File: config.mk
export PLATFORM = sky130hd
export DESIGN_NAME = lhist_predictor
export DESIGN_NICKNAME = d
export VERILOG_FILES = /design/src/rtl/lhist_pkg.sv /design/src/rtl/lhist_hist_table.sv /design/src/rtl/lhist_ctr_table.sv /design/src/rtl/lhist_predictor.sv
export SDC_FILE = /design/constraint.sdc
export NUM_CORES = 1
export LEC_CHECK = 0
export ABC_AREA = 0
export ABC_CLOCK_PERIOD_IN_PS = 5000
export BUFFER_PORTS_ARGS = -buffer_cell sky130_fd_sc_hd__buf_4
export CAP_MARGIN = 30
export CORE_ASPECT_RATIO = 0.75
export CORE_MARGIN = 2
export CORE_UTILIZATION = 30
export DETAILED_ROUTE_END_ITERATION = 7
export MAX_ROUTING_LAYER = met4
export PLACE_DENSITY = 0.54
export SYNTH_ARGS = -nofsm -noshare
export SYNTH_HDL_FRONTEND = slang
export SYNTH_HIERARCHICAL = 1
export SYNTH_SLANG_ARGS = --single-unit
export TNS_END_PERCENT = 10
File: constraint.sdc
create_clock -name clk -period 5 [get_ports clk]
set_clock_uncertainty 0.2 [all_clocks]
set_input_delay 1 -clock clk [delete_from_list [all_inputs] [get_ports clk]]
set_output_delay 1 -clock clk [all_outputs]
set_load 0.02 [all_outputs]
File: src/rtl/lhist_pkg.sv
// Package: shared counter type and the saturating step rule.
// Assumes 2-bit counters, where bit 1 is the predicted direction.
package lhist_pkg;
    typedef logic [1:0] sat2_t;

    localparam sat2_t SAT_STRONG_NT = 2'b00;
    localparam sat2_t SAT_WEAK_T    = 2'b10;
    localparam sat2_t SAT_STRONG_T  = 2'b11;

    // Move one step towards the outcome, clamping at both ends.
    function automatic sat2_t sat_step(input sat2_t cur, input logic taken);
        sat2_t nxt;
        if (taken)
            nxt = (cur == SAT_STRONG_T) ? cur : cur + 2'd1;
        else
            nxt = (cur == SAT_STRONG_NT) ? cur : cur - 2'd1;
        return nxt;
    endfunction
endpackage

File: src/rtl/lhist_hist_table.sv
// Table of per-branch outcome shift registers.
// Has two combinational read ports: port a for prediction and port b for update.
// On a write, the outcome enters bit 0 of the entry on port b.
// Assumes a synchronous active-low reset that clears every entry.
module lhist_hist_table #(
    parameter int IDX_W  = 6,
    parameter int HIST_W = 6
) (
    input  logic              clk,
    input  logic              rst_n,
    input  logic [IDX_W-1:0]  rd_idx_a,
    output logic [HIST_W-1:0] rd_hist_a,
    input  logic [IDX_W-1:0]  rd_idx_b,
    output logic [HIST_W-1:0] rd_hist_b,
    input  logic              wr_en,
    input  logic              wr_taken
);
    localparam int ENTRIES = 1 << IDX_W;

    logic [ENTRIES-1:0][HIST_W-1:0] hist_q;

    // Read both ports directly from the storage.
    assign rd_hist_a = hist_q[rd_idx_a];
    assign rd_hist_b = hist_q[rd_idx_b];

    for (genvar e = 0; e < ENTRIES; e++) begin : g_entry
        // Per-entry register: clear on reset, shift in the outcome when selected.
        always_ff @(posedge clk) begin
            if (!rst_n)
                hist_q[e] <= '0;
            else if (wr_en && (rd_idx_b == IDX_W'(e)))
                hist_q[e] <= {hist_q[e][HIST_W-2:0], wr_taken};
        end
    end

    // the newest outcome lands in bit 0 of the written entry.
    p_lsb_outcome_r6: assert property (@(posedge clk) disable iff (!rst_n)
        wr_en |=> hist_q[$past(rd_idx_b)][0] == $past(wr_taken));

    // older outcomes move up by one position.
    p_shift_up_r6: assert property (@(posedge clk) disable iff (!rst_n)
        wr_en |=> hist_q[$past(rd_idx_b)][HIST_W-1:1] == $past(rd_hist_b[HIST_W-2:0]));

    // no write strobe, no change anywhere in the table.
    p_idle_hist_r8: assert property (@(posedge clk) disable iff (!rst_n)
        !wr_en |=> $stable(hist_q));
endmodule

File: src/rtl/lhist_ctr_table.sv
// Table of 2-bit saturating direction counters, addressed by a history pattern.
// Has one combinational read port and one write port that steps a counter.
// Assumes a synchronous active-low reset that sets every counter to weakly taken.
module lhist_ctr_table
    import lhist_pkg::*;
#(
    parameter int IDX_W = 6
) (
    input  logic             clk,
    input  logic             rst_n,
    input  logic [IDX_W-1:0] rd_idx,
    output sat2_t            rd_ctr,
    input  logic             wr_en,
    input  logic [IDX_W-1:0] wr_idx,
    input  logic             wr_taken
);
    localparam int ENTRIES = 1 << IDX_W;

    logic [ENTRIES-1:0][1:0] cnt_q;

    // Current value of the counter being predicted from.
    assign rd_ctr = cnt_q[rd_idx];

    for (genvar e = 0; e < ENTRIES; e++) begin : g_cnt
        // Per-entry counter: preset on reset, step when it is the write target.
        always_ff @(posedge clk) begin
            if (!rst_n)
                cnt_q[e] <= SAT_WEAK_T;
            else if (wr_en && (wr_idx == IDX_W'(e)))
                cnt_q[e] <= sat_step(cnt_q[e], wr_taken);
        end
    end

    // a taken update never lowers the counter.
    p_taken_up_r4: assert property (@(posedge clk) disable iff (!rst_n)
        (wr_en && wr_taken) |=> cnt_q[$past(wr_idx)] >= $past(cnt_q[wr_idx]));

    // the top value is held under further taken updates.
    p_sat_top_r4: assert property (@(posedge clk) disable iff (!rst_n)
        (wr_en && wr_taken && cnt_q[wr_idx] == 2'b11) |=> cnt_q[$past(wr_idx)] == 2'b11);

    // a not-taken update never raises the counter.
    p_ntaken_down_r5: assert property (@(posedge clk) disable iff (!rst_n)
        (wr_en && !wr_taken) |=> cnt_q[$past(wr_idx)] <= $past(cnt_q[wr_idx]));

    // the bottom value is held under further not-taken updates.
    p_sat_bottom_r5: assert property (@(posedge clk) disable iff (!rst_n)
        (wr_en && !wr_taken && cnt_q[wr_idx] == 2'b00) |=> cnt_q[$past(wr_idx)] == 2'b00);

    // the counters are frozen without a write strobe.
    p_idle_ctr_r8: assert property (@(posedge clk) disable iff (!rst_n)
        !wr_en |=> $stable(cnt_q));
endmodule

File: src/rtl/lhist_predictor.sv
// Top level: local-history two-level direction predictor.
// Address bits [IDX_LO+IDX_W-1:IDX_LO] pick a history entry. Its pattern
// addresses the counter table, for prediction and for update alike.
// Assumes at most one resolved branch per cycle. Prediction is combinational.
module lhist_predictor
    import lhist_pkg::*;
#(
    parameter int PC_W   = 32,
    parameter int IDX_LO = 2,
    parameter int IDX_W  = 6,
    parameter int HIST_W = 6
) (
    input  logic            clk,
    input  logic            rst_n,
    input  logic [PC_W-1:0] pred_pc,
    output logic            pred_taken,
    input  logic            upd_valid,
    input  logic [PC_W-1:0] upd_pc,
    input  logic            upd_taken
);
    localparam int IDX_HI = IDX_LO + IDX_W - 1;

    logic [IDX_W-1:0]  pred_sel;
    logic [IDX_W-1:0]  upd_sel;
    logic [HIST_W-1:0] pred_hist;
    logic [HIST_W-1:0] upd_hist;
    sat2_t             pred_ctr;

    // Select history entries from the fetch address and the resolve address.
    assign pred_sel = pred_pc[IDX_HI:IDX_LO];
    assign upd_sel  = upd_pc[IDX_HI:IDX_LO];

    lhist_hist_table #(.IDX_W(IDX_W), .HIST_W(HIST_W)) u_hist (
        .clk       (clk),
        .rst_n     (rst_n),
        .rd_idx_a  (pred_sel),
        .rd_hist_a (pred_hist),
        .rd_idx_b  (upd_sel),
        .rd_hist_b (upd_hist),
        .wr_en     (upd_valid),
        .wr_taken  (upd_taken)
    );

    // The counter write uses the pattern held before this edge's shift.
    lhist_ctr_table #(.IDX_W(HIST_W)) u_ctr (
        .clk      (clk),
        .rst_n    (rst_n),
        .rd_idx   (pred_hist),
        .rd_ctr   (pred_ctr),
        .wr_en    (upd_valid),
        .wr_idx   (upd_hist),
        .wr_taken (upd_taken)
    );

    // The direction bit of the selected counter is the prediction.
    assign pred_taken = pred_ctr[1];

    // straight out of reset, every address predicts taken.
    p_reset_taken_r1: assert property (@(posedge clk) disable iff (!rst_n)
        !$past(rst_n) |-> pred_taken);
endmodule

==> impl_metrics.tcl <==
set metrics [dict create \
    layout_commonest_cell "dfxtp_1" \
    hold_ws_ps 267 \
    ios 69 \
    rows 98 \
    grt_pass1_vias 21500 \
    gr-total-overflow 0 \
    irDropWorstVdd_mv 0.253 \
    path_buf_inv 6 \
    fin_ws_ps -282 \
    power_density_nw_per_um2 277 \
    syn_area_um2 28600 \
    antenna_cells 0 \
    initial_utilization_pct 30.1 \
    die-area_um2 97800 \
    vias 24700 \
    met2_usage_pct 24.7 \
    worstSetupPathType "input port to output pin" \
    slowest_stage "mux4_2" \
    fin_cells 4406 \
    cp_common_cell "buf_12" \
    cpPeakStageDelay_ps 520 \
    die_w_um 360 \
    place_congestion 0.918 \
    cp_max_fo 8 \
    final_cell_mix "dfxtp_1, nand2_1, a21boi_0" \
    fmax_mhz 189 \
    areaGrowthSynthToFinish_pct 15.5 \
    crit_path_end_kind "output pin" \
    ant_nets 0 \
    tritoncts "built" \
    cts_buffer_depth 3 \
    antenna_found_initial 0 \
    grt_pass1_wl_mm 139 \
    worst_ep_arrival_time_ps 4080 \
    slew_headroom_pct 30.6 \
    cts_root_buf "clkbuf_16" \
    fillers 9680 \
    outcome "finished with violations" \
    die_y_um 271 \
    grt_usage_pct 18.5 \
    finalMaxSlewViolations 0 \
    post-route-drc-count 0 \
    dpl.cell_count 4287 \
    cts_htree_levels 2 \
    layout-drive-gt1-share_pct 18.7 \
    clk_latency_ps 640 \
    start_kind "input port" \
    crit_family "multiplexers" \
    worstMarginPinSlew_ps 1040 \
    met1_usage_pct 29.1 \
    setup_viol 1 \
    final_nets 3181 \
    numCtsBuffers 55 \
    met3_usage_pct 2.80 \
    p_leak_nw 10.5 \
    wl_per_cell_um 20.8 \
    avgSynthCellArea_um2 9.17 \
    ys_warn_count 6 \
    place.port_buffers 16 \
    drtIter0Drc 2963 \
    place_hpwl_mm 63.9 \
    routed_via_density 5.61 \
    final.period_utilization_pct 106 \
    synth_nets 3185 \
    max-cap-violations 0 \
    dr.pass1.iters 6 \
    failed_checks "negative setup slack" \
    coreArea_um2 94900 \
    netlist_instances 3117 \
    busiest_layer "met1" \
    hold_violations 0 \
    rsz0062_at_grt "yes" \
    holdBufCountCts 0 \
    grt_max_degree 155 \
    crit_chain "buf_16 -> buf_12 -> mux4_2 -> mux2i_2 -> buf_4 -> o21ai_2 -> a22o_1 -> buf_12 -> buf_12 -> mux4_2 -> a22oi_2 -> a21oi_2 -> a211o_1 -> buf_6" \
    period_needed_ps 5280 \
    cts.sinks 512 \
    required_ps 3800 \
    hp-class "flip-flop to flip-flop" \
    wl_mm 91.8 \
    clk_pin_slew_ps 60 \
]
## registers in the layout, indices dropped and copies added (netlist names)
signal         count
u_hist/hist_q    384
u_ctr/cnt_q      128
## final cells by class
| type | instances | area, um2 | area share, % |
|---|---|---|---|
| Multi-Input combinational cell | 2313 | 17200 | 52.0 |
| Sequential cell | 512 | 10200 | 31.1 |
| Timing Repair Buffer | 231 | 2280 | 6.91 |
| Tap cell | 1250 | 1560 | 4.74 |
| Clock buffer | 76 | 1530 | 4.62 |
| Clock inverter | 24 | 229 | 0.694 |
## per-layer routing
layer  up-vias  wire, um
li1      11600         -
met1     12200     45800
met2       876     37200
met3        83      7470
met4         0      1300
met5         -         0
## what timing repair did
action                                  CTS  global route
buffers inserted                         16             2
pin swaps                                 6             9
endpoints found under the setup margin    1             1
cloned                                    0             2
gates resized for setup                  28            28
## worst paths after layout
kind	startpoint	endpoint	slack [ps]	cells after the start
worst max-delay path	pred_pc[2]	pred_taken	-280	14
worst min-delay path	u_hist/hist_q[305]$_SDFFE_PN0P_	u_hist/hist_q[305]$_SDFFE_PN0P_	270	2
worst max register to register	u_hist/hist_q[336]$_SDFFE_PN0P_	u_ctr/cnt_q[5]$_SDFFE_PN1P_	1110	9
worst min register to register	u_hist/hist_q[305]$_SDFFE_PN0P_	u_hist/hist_q[305]$_SDFFE_PN0P_	270	2
## tightest hold or removal path, stage by stage (launching register included)
cell      delay [ps]
dfxtp_1          320
nand2_1           50
a21boi_1          50
## through the flow
stage          power, W  cell area, um2  worst slack, ps  utilization (%)  TNS (ps)
6_report        0.00915           33000             -282             34.8      -282
2_1_floorplan   0.00481           28600             4.83                -         0
3_3_place_gp    0.00509           30800             -624             32.5      -624
4_1_cts         0.00922           32800             -289             34.6      -289
3_5_place_dp    0.00510           30800             -603             32.5      -603
5_1_grt         0.00946           33000             -322             34.8      -322
## where the power goes
| part | internal (W) | switching, W |
|---|---|---|
| Combinational | 0.000376 | 0.000480 |
| Sequential | 0.00413 | 0.0000781 |
| Clock | 0.00229 | 0.00179 |
| Total | 0.00680 | 0.00235 |
Power figures use the tool's default switching activity.
